$ cat src/rtl/cirq_pkg.sv
package cirq_pkg;

    localparam int EVT_W = 13;

    // Event bit positions in the request and mask registers
    localparam int B_DATA_DONE  = 0;
    localparam int B_PROG_DONE  = 1;
    localparam int B_CMD_END    = 2;
    localparam int B_STOP_CMD   = 3;
    localparam int B_CLK_OFF    = 4;
    localparam int B_RX_SVC     = 5;
    localparam int B_TX_SVC     = 6;
    localparam int B_TIMER      = 7;
    localparam int B_DATA_ERR   = 8;
    localparam int B_RESP_ERR   = 9;
    localparam int B_RD_STALL   = 10;
    localparam int B_CARD_INT   = 11;
    localparam int B_CARD_ACK   = 12;

    typedef logic [EVT_W-1:0] evt_vec_t;

    typedef struct packed {
        logic clk_start;
        logic clk_stop;
        logic rx_read;
        logic tx_write;
    } strobe_t;

    typedef struct packed {
        evt_vec_t set;
        evt_vec_t clr;
    } evt_upd_t;

    typedef struct packed {
        logic cpu;
        logic rx_dma;
        logic tx_dma;
    } route_out_t;

    function automatic evt_vec_t one_hot(input int pos);
        evt_vec_t v;
        v = '0;
        v[pos] = 1'b1;
        return v;
    endfunction

    // Bits that are redirected to DMA lines when DMA is enabled
    function automatic evt_vec_t fifo_svc_bits();
        return one_hot(B_RX_SVC) | one_hot(B_TX_SVC);
    endfunction

    // Fold the dedicated strobes into the generic set/clear vectors
    function automatic evt_upd_t merge_updates(input evt_vec_t s,
                                               input evt_vec_t c,
                                               input strobe_t st);
        evt_upd_t u;
        u.set = s;
        u.clr = c;
        if (st.clk_stop)  u.set = u.set | one_hot(B_CLK_OFF);
        if (st.clk_start) u.clr = u.clr | one_hot(B_CLK_OFF);
        if (st.rx_read)   u.clr = u.clr | one_hot(B_RX_SVC);
        if (st.tx_write)  u.clr = u.clr | one_hot(B_TX_SVC);
        return u;
    endfunction

endpackage

$ cat src/rtl/cirq_update_merge.sv
module cirq_update_merge
    import cirq_pkg::*;
(
    input  evt_vec_t evt_set,
    input  evt_vec_t evt_clr,
    input  strobe_t  strobes,
    output evt_upd_t upd
);

    always_comb begin
        upd = merge_updates(evt_set, evt_clr, strobes);
    end

endmodule

$ cat src/rtl/cirq_req_bank.sv
module cirq_req_bank
    import cirq_pkg::*;
(
    input  logic     clk,
    input  logic     rst,
    input  evt_upd_t upd,
    output evt_vec_t req
);

    // One flag cell per event; set has priority over clear
    for (genvar i = 0; i < EVT_W; i++) begin : g_cell
        always_ff @(posedge clk) begin
            if (rst) begin
                req[i] <= 1'b0;
            end else if (upd.set[i]) begin
                req[i] <= 1'b1;
            end else if (upd.clr[i]) begin
                req[i] <= 1'b0;
            end
        end
    end

endmodule

$ cat src/rtl/cirq_mask_reg.sv
module cirq_mask_reg
    import cirq_pkg::*;
#(
    parameter int IN_W = 16
) (
    input  logic            clk,
    input  logic            rst,
    input  logic            we,
    input  logic [IN_W-1:0] wdata,
    output evt_vec_t        mask
);

    evt_vec_t wr_val;

    if (IN_W > EVT_W) begin : g_trunc
        logic unused_hi;
        assign unused_hi = ^wdata[IN_W-1:EVT_W];
        assign wr_val    = wdata[EVT_W-1:0];
    end else if (IN_W == EVT_W) begin : g_exact
        assign wr_val = wdata;
    end else begin : g_extend
        assign wr_val = {{(EVT_W-IN_W){1'b0}}, wdata};
    end

    always_ff @(posedge clk) begin
        if (rst) begin
            mask <= '0;
        end else if (we) begin
            mask <= wr_val;
        end
    end

endmodule

$ cat src/rtl/cirq_route.sv
module cirq_route
    import cirq_pkg::*;
(
    input  evt_vec_t   req,
    input  evt_vec_t   mask,
    input  logic       dma_en,
    output route_out_t lines
);

    evt_vec_t eff_mask;
    evt_vec_t live;

    always_comb begin
        eff_mask     = mask | (dma_en ? fifo_svc_bits() : '0);
        live         = req & ~eff_mask;
        lines.cpu    = |live;
        lines.rx_dma = dma_en & req[B_RX_SVC];
        lines.tx_dma = dma_en & req[B_TX_SVC];
    end

endmodule

$ cat src/rtl/card_irq_router.sv
module card_irq_router
    import cirq_pkg::*;
#(
    parameter int MASK_IN_W = 16
) (
    input  logic                 clk,
    input  logic                 rst,
    input  logic [EVT_W-1:0]     evt_set,
    input  logic [EVT_W-1:0]     evt_clr,
    input  logic                 clk_start,
    input  logic                 clk_stop,
    input  logic                 rx_fifo_rd,
    input  logic                 tx_fifo_wr,
    input  logic                 mask_we,
    input  logic [MASK_IN_W-1:0] mask_wdata,
    input  logic                 dma_en,
    output logic                 cpu_irq,
    output logic                 rx_dma_req,
    output logic                 tx_dma_req,
    output logic [EVT_W-1:0]     req_q,
    output logic [EVT_W-1:0]     mask_q
);

    strobe_t    strobes;
    evt_upd_t   upd;
    evt_vec_t   req_r;
    evt_vec_t   mask_r;
    route_out_t lines;

    always_comb begin
        strobes.clk_start = clk_start;
        strobes.clk_stop  = clk_stop;
        strobes.rx_read   = rx_fifo_rd;
        strobes.tx_write  = tx_fifo_wr;
    end

    cirq_update_merge u_merge (
        .evt_set (evt_set),
        .evt_clr (evt_clr),
        .strobes (strobes),
        .upd     (upd)
    );

    cirq_req_bank u_bank (
        .clk (clk),
        .rst (rst),
        .upd (upd),
        .req (req_r)
    );

    cirq_mask_reg #(.IN_W(MASK_IN_W)) u_mask (
        .clk   (clk),
        .rst   (rst),
        .we    (mask_we),
        .wdata (mask_wdata),
        .mask  (mask_r)
    );

    cirq_route u_route (
        .req    (req_r),
        .mask   (mask_r),
        .dma_en (dma_en),
        .lines  (lines)
    );

    assign cpu_irq    = lines.cpu;
    assign rx_dma_req = lines.rx_dma;
    assign tx_dma_req = lines.tx_dma;
    assign req_q      = req_r;
    assign mask_q     = mask_r;

endmodule

$ cat config.mk
export PLATFORM = sky130hd
export DESIGN_NAME = card_irq_router
export DESIGN_NICKNAME = d
export VERILOG_FILES = /design/src/rtl/cirq_pkg.sv /design/src/rtl/cirq_update_merge.sv /design/src/rtl/cirq_req_bank.sv /design/src/rtl/cirq_mask_reg.sv /design/src/rtl/cirq_route.sv /design/src/rtl/card_irq_router.sv
export SDC_FILE = /design/constraint.sdc
export NUM_CORES = 1
export LEC_CHECK = 0
export CORE_UTILIZATION = 29
export CTS_CLUSTER_DIAMETER = 80
export DETAILED_ROUTE_END_ITERATION = 6
export MAX_ROUTING_LAYER = met4
export PLACE_DENSITY_LB_ADDON = 0.12
export SLEW_MARGIN = 25
export SYNTH_ARGS = -nofsm -noshare
export SYNTH_HDL_FRONTEND = slang
export SYNTH_SLANG_ARGS = --single-unit
$ cat constraint.sdc
create_clock -name clk -period 1 [get_ports clk]
set_input_delay 0.1 -clock clk [delete_from_list [all_inputs] [get_ports clk]]
set_output_delay 0.1 -clock clk [all_outputs]
set_load 0.02 [all_outputs]
Word level (Yosys, flattened, before mapping). Index checks and enable logic that the tools add are counted. Widths: inputs -> output; s select.

Bits in registers: 26. Input port bits: 50. Logic and storage cells: 64.

Mux-type cells: 31. Bitwise logic cells: 5. Reductions and logical operators: 14.

Operators by type and width (count): $mux 1 (26); $reduce_bool 2->1 (13); $mux 7 (2); $and 13x13->13 (1); $not 13->13 (1); $or 13x13->13 (1); $reduce_or 13->1 (1); $mux 5 (2); $mux 6 (1); $and 1x1->1 (2).

Longest topological paths before layout.
Word-level depth: 5. Gate-level depth with buffers: 4. Gate-level depth less buffers: 3.

Modules after synthesis. A second synthesis with hierarchy kept.

Cell total of the unflattened synthesis: 141. Area total of the unflattened synthesis: 1291.2 sq um.

By module, submodules not included: cirq_req_bank (times used 1, cells an instance 53, area each 504.2 sq um, seq. area each 260.2 sq um); cirq_mask_reg (times used 1, cells an instance 42, area each 474.2 sq um, seq. area each 260.2 sq um); cirq_update_merge (times used 1, cells an instance 26, area each 190.2 sq um, seq. area each 0.0 sq um); cirq_route (times used 1, cells an instance 20, area each 122.6 sq um, seq. area each 0.0 sq um).

Worst setup path after synthesis. OpenSTA, ideal clock, no wires.

Kind: reg-to-output. Start: register u_mask.mask[12]. End: output cpu_irq. Arrival time: 1294 ps. Setup slack: -394 ps. Cell stages (with the launch flop): 4. Cells stage by stage: dfxtp_1 > nand2b_1 > o2111ai_1 > or4_1.

Word-level cells in the longest chain between the ends: 4.

Ends and longest elaborated chain: start, declared (line cirq_mask_reg.sv:10) `output evt_vec_t mask`; start signal, assigned (line cirq_mask_reg.sv:29) `mask <= wr_val;`; $or 13x13->13 (line cirq_route.sv:14) `eff_mask = mask | (dma_en ? fifo_svc_bits() : '0);`; $not 13->13 (line cirq_route.sv:15) `live = req & ~eff_mask;`; $and 13x13->13 (line cirq_route.sv:15); $reduce_or 13->1 (line cirq_route.sv:16) `lines.cpu = |live;`; end, declared (line card_irq_router.sv:17) `output logic cpu_irq,`.

Every way passes these cells.

Worst setup path in the final report. Same ends and word-level chain as after synthesis.

==> results.md <==
* Synthesized cell area at 1010 sq um
* Die H at 61.1 um
* Maximum clock path buffer count at 2
* Hold_buf cts at 0
* Max-slew violations at 0
* CP Max Fanout at 2
* Yosys cell types at 15
* Post-DRT Antenna Nets at 0
* Crit path kind: reg -> out
* LEAKAGE at 0.00106 uW
* DRC violations left at 0
* Fillcell total at 297
* Final Hold Violating Endpoints at 0
* CTS tree: yes
* Fin worst setup slack at -0.688 ns
* Cts bufs inserted at 3
* Fin nets at 274
* Final WL at 3.08 mm
* HP Class: in -> reg
* Row count at 21
* Largest cells by area after synthesis: dfxtp_1 (51%), mux2i_1 (13%), nor2_1 (11%)
* Hold Slack at 0.352 ns
* Via count at 1171
* Routability cong. at 0.687
* Initial Util at 0.303
* Final setup fails at 9
* Setup crit end kind: primary output
* Vias in the first global route at 1067
* Pwr dens at 1040 nW/um^2
* Sequential area share after synthesis at 0.514
* DIE AREA at 3730 sq um
* First-pass GRT wire length at 4.38 mm
* Core Util, Final at 0.687
* Commonest non-fill, non-tap cell in the layout: buf_6
* Synth top area share at 0.514
* Htree depth at 1
* FF-to-FF setup slack at 0.13 ns
* Fin crit period at 1.69 ns
* Worst VDD drop at 0.635 mV
* Reg2reg start: u_mask.mask[12]
* Hold_sp: evt_set[3]
* Max Freq at 592 MHz
* Overflow after GRT at 0
* Flop and latch count out of synthesis at 26
* Final Cycle Share at 1.69
* Initial antenna violation count at 0
* Final Skew at 0 ns
* Core ar. at 3340 sq um
* Startpoint types: flop
* Root Driver: clkbuf_4
* Yosys top cell by area: dfxtp_1
* Gr usage total at 0.166
* Diode count at 0
* Syn_area_per_cell at 8.73 sq um
* PortBufs at 75
* Hold endpoint: u_bank.req[3]
* TritonRoute pass-1 iters at 4
* WP data arrival at 1.59 ns
* Reg2reg path depth at 4
* Clock Sinks at 26
* Post-DP HPWL at 2.38 mm
* RR Endpoint: u_mask.mask[12]
* Cells after Synth at 116
* Hold Crit Depth at 3
* Via-per-instance ratio at 4.35
* Clock Latency Late Sink at 0.31 ns
* Failing checks: setup timing
* Share of layout cells above drive strength 1 at 0.435
* CP required at 0.90 ns
* RSZ-0062 raised after global routing: yes
* Area grow syn2layout at 126%
* Number of I/O pins at 79
* WL/cell at 11.4 um
* Largest net degree at the start of global routing at 27
* Slew margin rel. at 0.819
* Fin Setup TNS at -1.20 ns
* Die width at 61.1 um
* Clock-pin slew of the registers on the worst-case setup and hold paths at 0.13 ns
* Run status: finished with violations
* Synth Warn # at 0
* Max_cap viols at 0
* Drt initial violations at 30
* Commonest non-fill, non-tap cells in the layout: buf_6 (55), clkdlybuf4s50_1 (46), nor2_1 (29), dfxtp_2 (21), inv_1 (14)
* Least-Margin Pin Slew at 0.271 ns
* Post-synth net total at 166
## cell type report
class | instances | area (sq um) | area share
Timing Repair Buffer | 108 | 1140 | 0.499
Multi-Input combinational cell | 71 | 445 | 0.194
Sequential cell | 26 | 566 | 0.247
Inverter | 14 | 52.6 | 0.0229
Tap cell | 46 | 57.6 | 0.0251
Clock buffer | 4 | 26.3 | 0.0115
## how the worst max path moves through the flow
stage	end	startpoint
2_1_floorplan	cpu_irq	u_mask.mask[12]
3_3_place_gp	cpu_irq	dma_en
3_5_place_dp	cpu_irq	dma_en
4_1_cts	cpu_irq	u_mask.mask[9]
5_1_grt	cpu_irq	u_mask.mask[9]
6_report	cpu_irq	u_mask.mask[12]
## cells by family after synthesis
logic type             Yosys count  share of synthesized area
buffers and inverters           19                     0.0754
muxes                           13                      0.129
DFF                             26                      0.514
AOI/OAI and AO/OA               17                     0.0977
and+or+nand+nor                 41                      0.184
## worst max-delay path, stage by stage, from the launching register on
cell and delay (ns):
dfxtp_4 0.37, nand2b_4 0.11, o2111ai_2 0.12, or4_4 0.53, buf_6 0.15
## synthesized netlist by cell type
| cell type | number |
|---|---|
| a21oi_1 | 13 |
| o221ai_1 | 1 |
| o2111ai_1 | 2 |
| clkbuf_1 | 3 |
| nand2b_1 | 8 |
| dfxtp_1 | 26 |
| nor2_1 | 29 |
| a211oi_1 | 1 |
| or4_1 | 1 |
| and2_1 | 2 |
| inv_1 | 14 |
| buf_4 | 1 |
| or2b_1 | 1 |
| buf_2 | 1 |
| mux2i_1 | 13 |
## per-stage QoR
step / power (uW) / cells / instance area (sq um) / worst slack [ns]
floorplan: 1400 / 116 / 1030 / -0.248
global placement: 1840 / 261 / 2050 / -0.776
detailed placement: 1850 / 261 / 2050 / -0.783
CTS: 2390 / 266 / 2250 / -0.692
global route: 2500 / 269 / 2290 / -0.753
finish: 2370 / 269 / 2290 / -0.688
## power breakdown
group          switching, uW  leakage (uW)  internal, uW
Clock                    283     0.0000150           156
Sequential              45.0      0.000225          1110
Combinational            282      0.000819           503
## registers in the layout (all words and copies together) (netlist names)
name and cells:
u_bank.req 13, u_mask.mask 13
## metal layers
metal,track usage,share of wire
met1,0.194,0.40
met2,0.283,0.52
met3,0.0336,0.069
met4,0.0584,0.0075
met5,-,0
## what timing repair did
| item | CTS | global route |
|---|---|---|
| gates resized for setup | 220 | 13 |
| endpoints found under the setup margin | 29 | 29 |
| buffers inserted | 3 | 11 |
| pin swaps | 1 | 0 |
Power figures use the tool's default switching activity.
